## src/rtl/memErrStatsPkg.sv

```systemverilog
package memErrStatsPkg;
  localparam int NUM_CH     = 3;
  localparam int NUM_DIMM   = 3;
  localparam int CH_W       = (NUM_CH > 1) ? $clog2(NUM_CH) + ((NUM_CH & (NUM_CH - 1)) == 0 ? 1 : 0) : 1;
  localparam int DIMM_W     = (NUM_DIMM > 1) ? $clog2(NUM_DIMM) + ((NUM_DIMM & (NUM_DIMM - 1)) == 0 ? 1 : 0) : 1;
  localparam int NUM_LOC    = NUM_CH * NUM_DIMM;
  localparam int LOC_BASE   = 0;
  localparam int SLOT_BASE  = LOC_BASE + 2 * NUM_LOC;
  localparam int TOTAL_BASE = SLOT_BASE + 2 * NUM_DIMM;
  localparam int NOLOC_BASE = TOTAL_BASE + 2;
  localparam int SECS_ADDR  = NOLOC_BASE + 2;
  localparam int NUM_REGS   = SECS_ADDR + 1;
  localparam int ADDR_W     = $clog2(NUM_REGS);
  localparam int NUM_SLOTS  = 1 << ADDR_W;

  typedef struct packed {
    logic              clr;
    logic              tick;
    logic              incLoc;
    logic              incNoLoc;
    logic              incTotal;
    logic              uncorr;
    logic [CH_W-1:0]   ch;
    logic [DIMM_W-1:0] dimm;
  } statStrb_t;
endpackage

```

## src/rtl/memErrSatCnt.sv

```systemverilog
module memErrSatCnt #(
  parameter int W = 32
) (
  input  logic         clk,
  input  logic         rstN,
  input  logic         clr,
  input  logic         inc,
  output logic [W-1:0] cnt
);
  localparam logic [W-1:0] MAXV = '1;

  always_ff @(posedge clk or negedge rstN) begin
    if (!rstN) begin
      cnt <= '0;
    end else if (clr) begin
      cnt <= '0;
    end else if (inc && (cnt != MAXV)) begin
      cnt <= cnt + 1'b1;
    end
  end
endmodule

```

## src/rtl/memErrStatsCtl.sv

```systemverilog
module memErrStatsCtl
  import memErrStatsPkg::*;
(
  input  logic              evValid,
  input  logic              evUncorr,
  input  logic              evLocKnown,
  input  logic [CH_W-1:0]   evChan,
  input  logic [DIMM_W-1:0] evDimm,
  input  logic              secTick,
  input  logic              clrCounters,
  output statStrb_t         strb
);
  logic accept;
  logic inRange;
  logic located;

  always_comb begin
    accept  = evValid && !clrCounters;
    inRange = (evChan < CH_W'(NUM_CH)) && (evDimm < DIMM_W'(NUM_DIMM));
    located = evLocKnown && inRange;

    strb          = '0;
    strb.clr      = clrCounters;
    strb.tick     = secTick && !clrCounters;
    strb.incLoc   = accept && located;
    strb.incNoLoc = accept && !located;
    strb.incTotal = accept;
    strb.uncorr   = evUncorr;
    strb.ch       = evChan;
    strb.dimm     = evDimm;
  end
endmodule

```

## src/rtl/memErrStatsDp.sv

```systemverilog
module memErrStatsDp
  import memErrStatsPkg::*;
#(
  parameter int CNT_W = 32
) (
  input  logic              clk,
  input  logic              rstN,
  input  statStrb_t         strb,
  input  logic [ADDR_W-1:0] rdAddr,
  output logic [CNT_W-1:0]  rdData,
  output logic [CNT_W-1:0]  regView [NUM_SLOTS]
);
  for (genvar c = 0; c < NUM_CH; c++) begin : g_ch
    for (genvar d = 0; d < NUM_DIMM; d++) begin : g_dimm
      for (genvar k = 0; k < 2; k++) begin : g_cls
        localparam int IDX = LOC_BASE + 2 * (c * NUM_DIMM + d) + k;
        logic hit;
        assign hit = strb.incLoc && (strb.ch == CH_W'(c)) &&
                     (strb.dimm == DIMM_W'(d)) && (strb.uncorr == 1'(k));
        memErrSatCnt #(.W(CNT_W)) u_cnt (
          .clk(clk), .rstN(rstN), .clr(strb.clr), .inc(hit), .cnt(regView[IDX])
        );
      end
    end
  end

  for (genvar d = 0; d < NUM_DIMM; d++) begin : g_slot
    for (genvar k = 0; k < 2; k++) begin : g_cls
      localparam int IDX = SLOT_BASE + 2 * d + k;
      logic hit;
      assign hit = strb.incLoc && (strb.dimm == DIMM_W'(d)) && (strb.uncorr == 1'(k));
      memErrSatCnt #(.W(CNT_W)) u_cnt (
        .clk(clk), .rstN(rstN), .clr(strb.clr), .inc(hit), .cnt(regView[IDX])
      );
    end
  end

  for (genvar k = 0; k < 2; k++) begin : g_glob
    logic hitTot;
    logic hitNoLoc;
    assign hitTot   = strb.incTotal && (strb.uncorr == 1'(k));
    assign hitNoLoc = strb.incNoLoc && (strb.uncorr == 1'(k));
    memErrSatCnt #(.W(CNT_W)) u_tot (
      .clk(clk), .rstN(rstN), .clr(strb.clr), .inc(hitTot), .cnt(regView[TOTAL_BASE + k])
    );
    memErrSatCnt #(.W(CNT_W)) u_noLoc (
      .clk(clk), .rstN(rstN), .clr(strb.clr), .inc(hitNoLoc), .cnt(regView[NOLOC_BASE + k])
    );
  end

  memErrSatCnt #(.W(CNT_W)) u_secs (
    .clk(clk), .rstN(rstN), .clr(strb.clr), .inc(strb.tick), .cnt(regView[SECS_ADDR])
  );

  for (genvar a = NUM_REGS; a < NUM_SLOTS; a++) begin : g_unused
    assign regView[a] = '0;
  end

  assign rdData = regView[rdAddr];
endmodule

```

## src/rtl/memErrStats.sv

```systemverilog
module memErrStats
  import memErrStatsPkg::*;
#(
  parameter int CNT_W = 32
) (
  input  logic              clk,
  input  logic              rstN,
  input  logic              evValid,
  input  logic              evUncorr,
  input  logic              evLocKnown,
  input  logic [CH_W-1:0]   evChan,
  input  logic [DIMM_W-1:0] evDimm,
  input  logic              secTick,
  input  logic              clrCounters,
  input  logic [ADDR_W-1:0] rdAddr,
  output logic [CNT_W-1:0]  rdData
);
  statStrb_t        strb;
  logic [CNT_W-1:0] regView [NUM_SLOTS];

  memErrStatsCtl u_ctl (
    .evValid(evValid), .evUncorr(evUncorr), .evLocKnown(evLocKnown),
    .evChan(evChan), .evDimm(evDimm), .secTick(secTick),
    .clrCounters(clrCounters), .strb(strb)
  );

  memErrStatsDp #(.CNT_W(CNT_W)) u_dp (
    .clk(clk), .rstN(rstN), .strb(strb), .rdAddr(rdAddr),
    .rdData(rdData), .regView(regView)
  );
endmodule

```

## config.mk

```make
export PLATFORM = sky130hd
export DESIGN_NAME = memErrStats
export DESIGN_NICKNAME = d
export VERILOG_FILES = /design/src/rtl/memErrStatsPkg.sv /design/src/rtl/memErrSatCnt.sv /design/src/rtl/memErrStatsCtl.sv /design/src/rtl/memErrStatsDp.sv /design/src/rtl/memErrStats.sv
export SDC_FILE = /design/constraint.sdc
export NUM_CORES = 2
export LEC_CHECK = 0
export ABC_AREA = 1
export BUFFER_PORTS_ARGS = -buffer_cell sky130_fd_sc_hd__buf_2
export CAP_MARGIN = 20
export CORE_ASPECT_RATIO = 1.1
export CORE_UTILIZATION = 51
export CTS_CLUSTER_SIZE = 8
export DETAILED_ROUTE_END_ITERATION = 10
export PLACE_DENSITY = 0.66
export SLEW_MARGIN = 5
export SYNTH_ARGS = -nofsm -noshare
export SYNTH_HDL_FRONTEND = slang
export SYNTH_SLANG_ARGS = --single-unit
export TNS_END_PERCENT = 10
```

## constraint.sdc

```tcl
create_clock -name clk -period 2.7 [get_ports clk]
set_input_delay 0.135 -clock clk [delete_from_list [all_inputs] [get_ports clk]]
set_output_delay 0.135 -clock clk [all_outputs]
set_load 0.005 [all_outputs]
```

==> results.toml <==
[timing]
setup_ws_ns = -0.172
maxClockFrequency_ghz = 0.348
post-route-period-util_pct = 106
final_max_slew_viol_count = 0
report.final.setup_viol = 19
tightest_slew_ns = 0.928
rsz0062_at_grt = "yes"
layout_min_cycle_time_ns = 2.87
timing_hold_violations_final = 0
fin_skew_ns = 0.0359
relSlewSlack_pct = 38.2

[yosys]
synthesis.instances = 11800
synth.area.top_cells = "dfrtp_1, nand2_1, nand3_1"
synthFlopType = "dfrtp_1"
avgSynthCellArea_um2 = 6.06
ys_async_sr_fraction_pct = 100
synth.lib_cells_used.distinct = 43
post_synthesis_instance_area_mm2 = 0.0715
synth_area_leader_cell = "dfrtp_1"
synth_edf_count = 0
synth_sequential_area_ratio_pct = 32.5
ys_warn_count = 0
yosys.area.top_type_share_pct = 32.5
ys_seq_elements = 928
synthesized_net_count = 11800

[detailed_routing]
dr_total_vias = 79200
drc = 0
first_iter_violations = 9452
vias_per_cell = 5.85
drt_pass1_iterations = 8
wl_per_cell_um = 20.8
ant_nets = 0
detail_route.wirelength_um = 282000

[die]
floorplan.die_area_mm2 = 0.142
core_area_mm2 = 0.139
ios = 48
floorplan.die.width_um = 359
placementRows = 143
floorplan.initialDensity_pct = 51.5
die-height_um = 395

[cts]
cts.reportedPaths.clkPinSlew_ns = 0.05
cts-buffers-inserted = 135
clk_latency_ns = 0.81
root_buf_cell = "clkbuf_16"
clock_path_buffers = 3
cts_sinks = 928
cts_tree = "built"
cts_max_level = 4

[worst_setup_path]
ff_to_ff_start = "u_dp.g_ch[2].g_dimm[2].g_cls[0].u_cnt.cnt[0]"
r2r_setup_slk_ns = 0.24
timing.critical_path.from_type = "register"
critPathRequiredTime_ns = 2.57
timing.reg2reg.worst_path_depth = 11
crit_arrival_ns = 2.74
reg2reg_to = "u_dp.g_ch[2].g_dimm[2].g_cls[0].u_cnt.cnt[8]"
crit_path_max_fanout = 5
crit_type = "reg2out"
timing.critical_path.to_type = "output port"

[global_route]
via_count_of_the_first_global_routing_pass = 72300
grt_max_degree = 175
total_global_route_track_usage_pct = 39.0
grt_antenna_before_repair = 4
gr_ovfl_total = 0
grt_pass1_wl_um = 430000

[placement]
hpwlAfterDp_um = 212000
place.detailed.instances = 13400
numPortBuffers = 47
place.gp.congestion = 1.05

[final_layout]
filler_cell_count = 14100
finalCoreUtilization_pct = 56.4
syn_to_final_growth_pct = 9.46
design.final.nets = 11800
layoutNonFillerInstCount = 13500
final_cell_mix = "nand2_1, nor2_1, nand3_1"
layout.cells.most_common = "nand2_1"
drive_above_1_share_pct = 6.13

[job]
max-cap-violations = 0

[pwr]
power.static_leakage_nw = 35.7
worst_ir_drop_vdd_uv = 665
p_total_mw = 32.7
areal_power_density_over_the_cells_mw_per_mm2 = 418

[status]
violations = "negative setup slack"
status = "finished with violations"

[hold_path]
min_path_cells = 6
worstHoldPathType = "in2reg"
whs_endpoint = "u_dp.g_ch[0].g_dimm[0].g_cls[1].u_cnt.cnt[3]"
min-delay-start = "evUncorr"
[repair_timing]
item / CTS / global route
resized for setup: 113 / 96
endpoints found under the setup margin: 32 / 41
hold buffers: 6 / 0
endpoints found under the hold margin: 744 / 0
setup buffers: 1 / 1
pin swaps: 18 / 17
[Yosys cell counts (all sizes together) (52+ instances only)]
library cell,count
a21oi,230
buf,322
clkbuf,162
dfrtp,928
inv,914
nand2,4491
nand3,1554
nand3b,52
nand4,297
nor2,1690
o211ai,167
o21ai,493
xnor2,120
xor2,238
[final cells by class]
| class | instances | area [µm²] | share of cell area (%) |
|---|---|---|---|
| timing repair buffer | 270 | 2500 | 3.20 |
| clock buffer | 150 | 3480 | 4.44 |
| inverter | 919 | 3480 | 4.45 |
| multi-input combinational | 9457 | 43100 | 55.1 |
| antenna | 1 | 2.50 | 0.00320 |
| clock inverter | 10 | 121 | 0.155 |
| tap | 1812 | 2270 | 2.90 |
| sequential | 928 | 23300 | 29.7 |
[stage by stage]
stage / worst slack, ns / TNS [ns] / hold WS [ns] / instance area, µm²
after CTS: -0.0853 / -0.974 / 0.0412 / 77900
after detailed placement: 0.194 / 0 / 0.188 / 73900
after global placement: 0.214 / 0 / 0.190 / 73900
after floorplan: 0.902 / 0 / -0.161 / 71500
after global routing: -0.0665 / -0.673 / 0.116 / 78200
final: -0.172 / -0.902 / 0.116 / 78200
[cell families after synthesis]
| group | count (synthesis) | synth area share, % |
|---|---|---|
| xor+xnor | 358 | 4.39 |
| simple gates | 8160 | 47.5 |
| buf+inv | 1403 | 8.05 |
| mux | 2 | 0.0280 |
| compound gates | 908 | 7.02 |
| fa+ha+maj | 29 | 0.508 |
| flops | 928 | 32.5 |
[routing by layer]
metal  part of all wire [%]  vias to the layer above  global-route usage, %
met3                    8.8                      651                   5.88
met1                     42                    37400                   53.9
met2                     43                     3603                   59.0
li1                       -                    37600                      -
met4                    5.6                        4                   20.5
met5                 0.0089                        -                      0
[worst max-delay path, cell delays in order, from the launching register on]
cell	delay, ns
dfrtp_1	0.45
o211ai_1	0.43
nand2_1	0.21
nand2_1	0.13
nand3_1	0.19
nand3_2	0.26
nand2_1	0.09
buf_2	0.16
[state kept, by name, indices dropped and copies added, names as in the netlist]
name	cells
u_dp.u_secs.cnt	32
u_dp.g_glob.u_noLoc.cnt	64
u_dp.g_glob.u_tot.cnt	64
u_dp.g_ch.g_dimm.g_cls.u_cnt.cnt	576
u_dp.g_slot.g_cls.u_cnt.cnt	192
[worst max path at each step]
stage | startpoint | end | slack (ns) | cells after the start
after CTS | u_dp.g_ch[0].g_dimm[1].g_cls[0].u_cnt.cnt[14] | rdData[14] | -0.09 | 7
final | u_dp.g_ch[1].g_dimm[1].g_cls[0].u_cnt.cnt[7] | rdData[7] | -0.17 | 7
after global routing | u_dp.g_ch[1].g_dimm[1].g_cls[0].u_cnt.cnt[25] | rdData[25] | -0.07 | 7
after detailed placement | u_dp.g_slot[1].g_cls[1].u_cnt.cnt[0] | u_dp.g_slot[1].g_cls[1].u_cnt.cnt[9] | 0.19 | 11
after floorplan | u_dp.g_slot[1].g_cls[0].u_cnt.cnt[0] | u_dp.g_slot[1].g_cls[0].u_cnt.cnt[10] | 0.90 | 11
after global placement | rdAddr[1] | rdData[27] | 0.21 | 10
[report_power, final]
group | internal, mW | total (mW) | switching (mW)
clock network | 8.99 | 15.7 | 6.72
registers | 13.9 | 14.0 | 0.0276
logic | 0.666 | 3.02 | 2.36
Power figures use the tool's default switching activity.
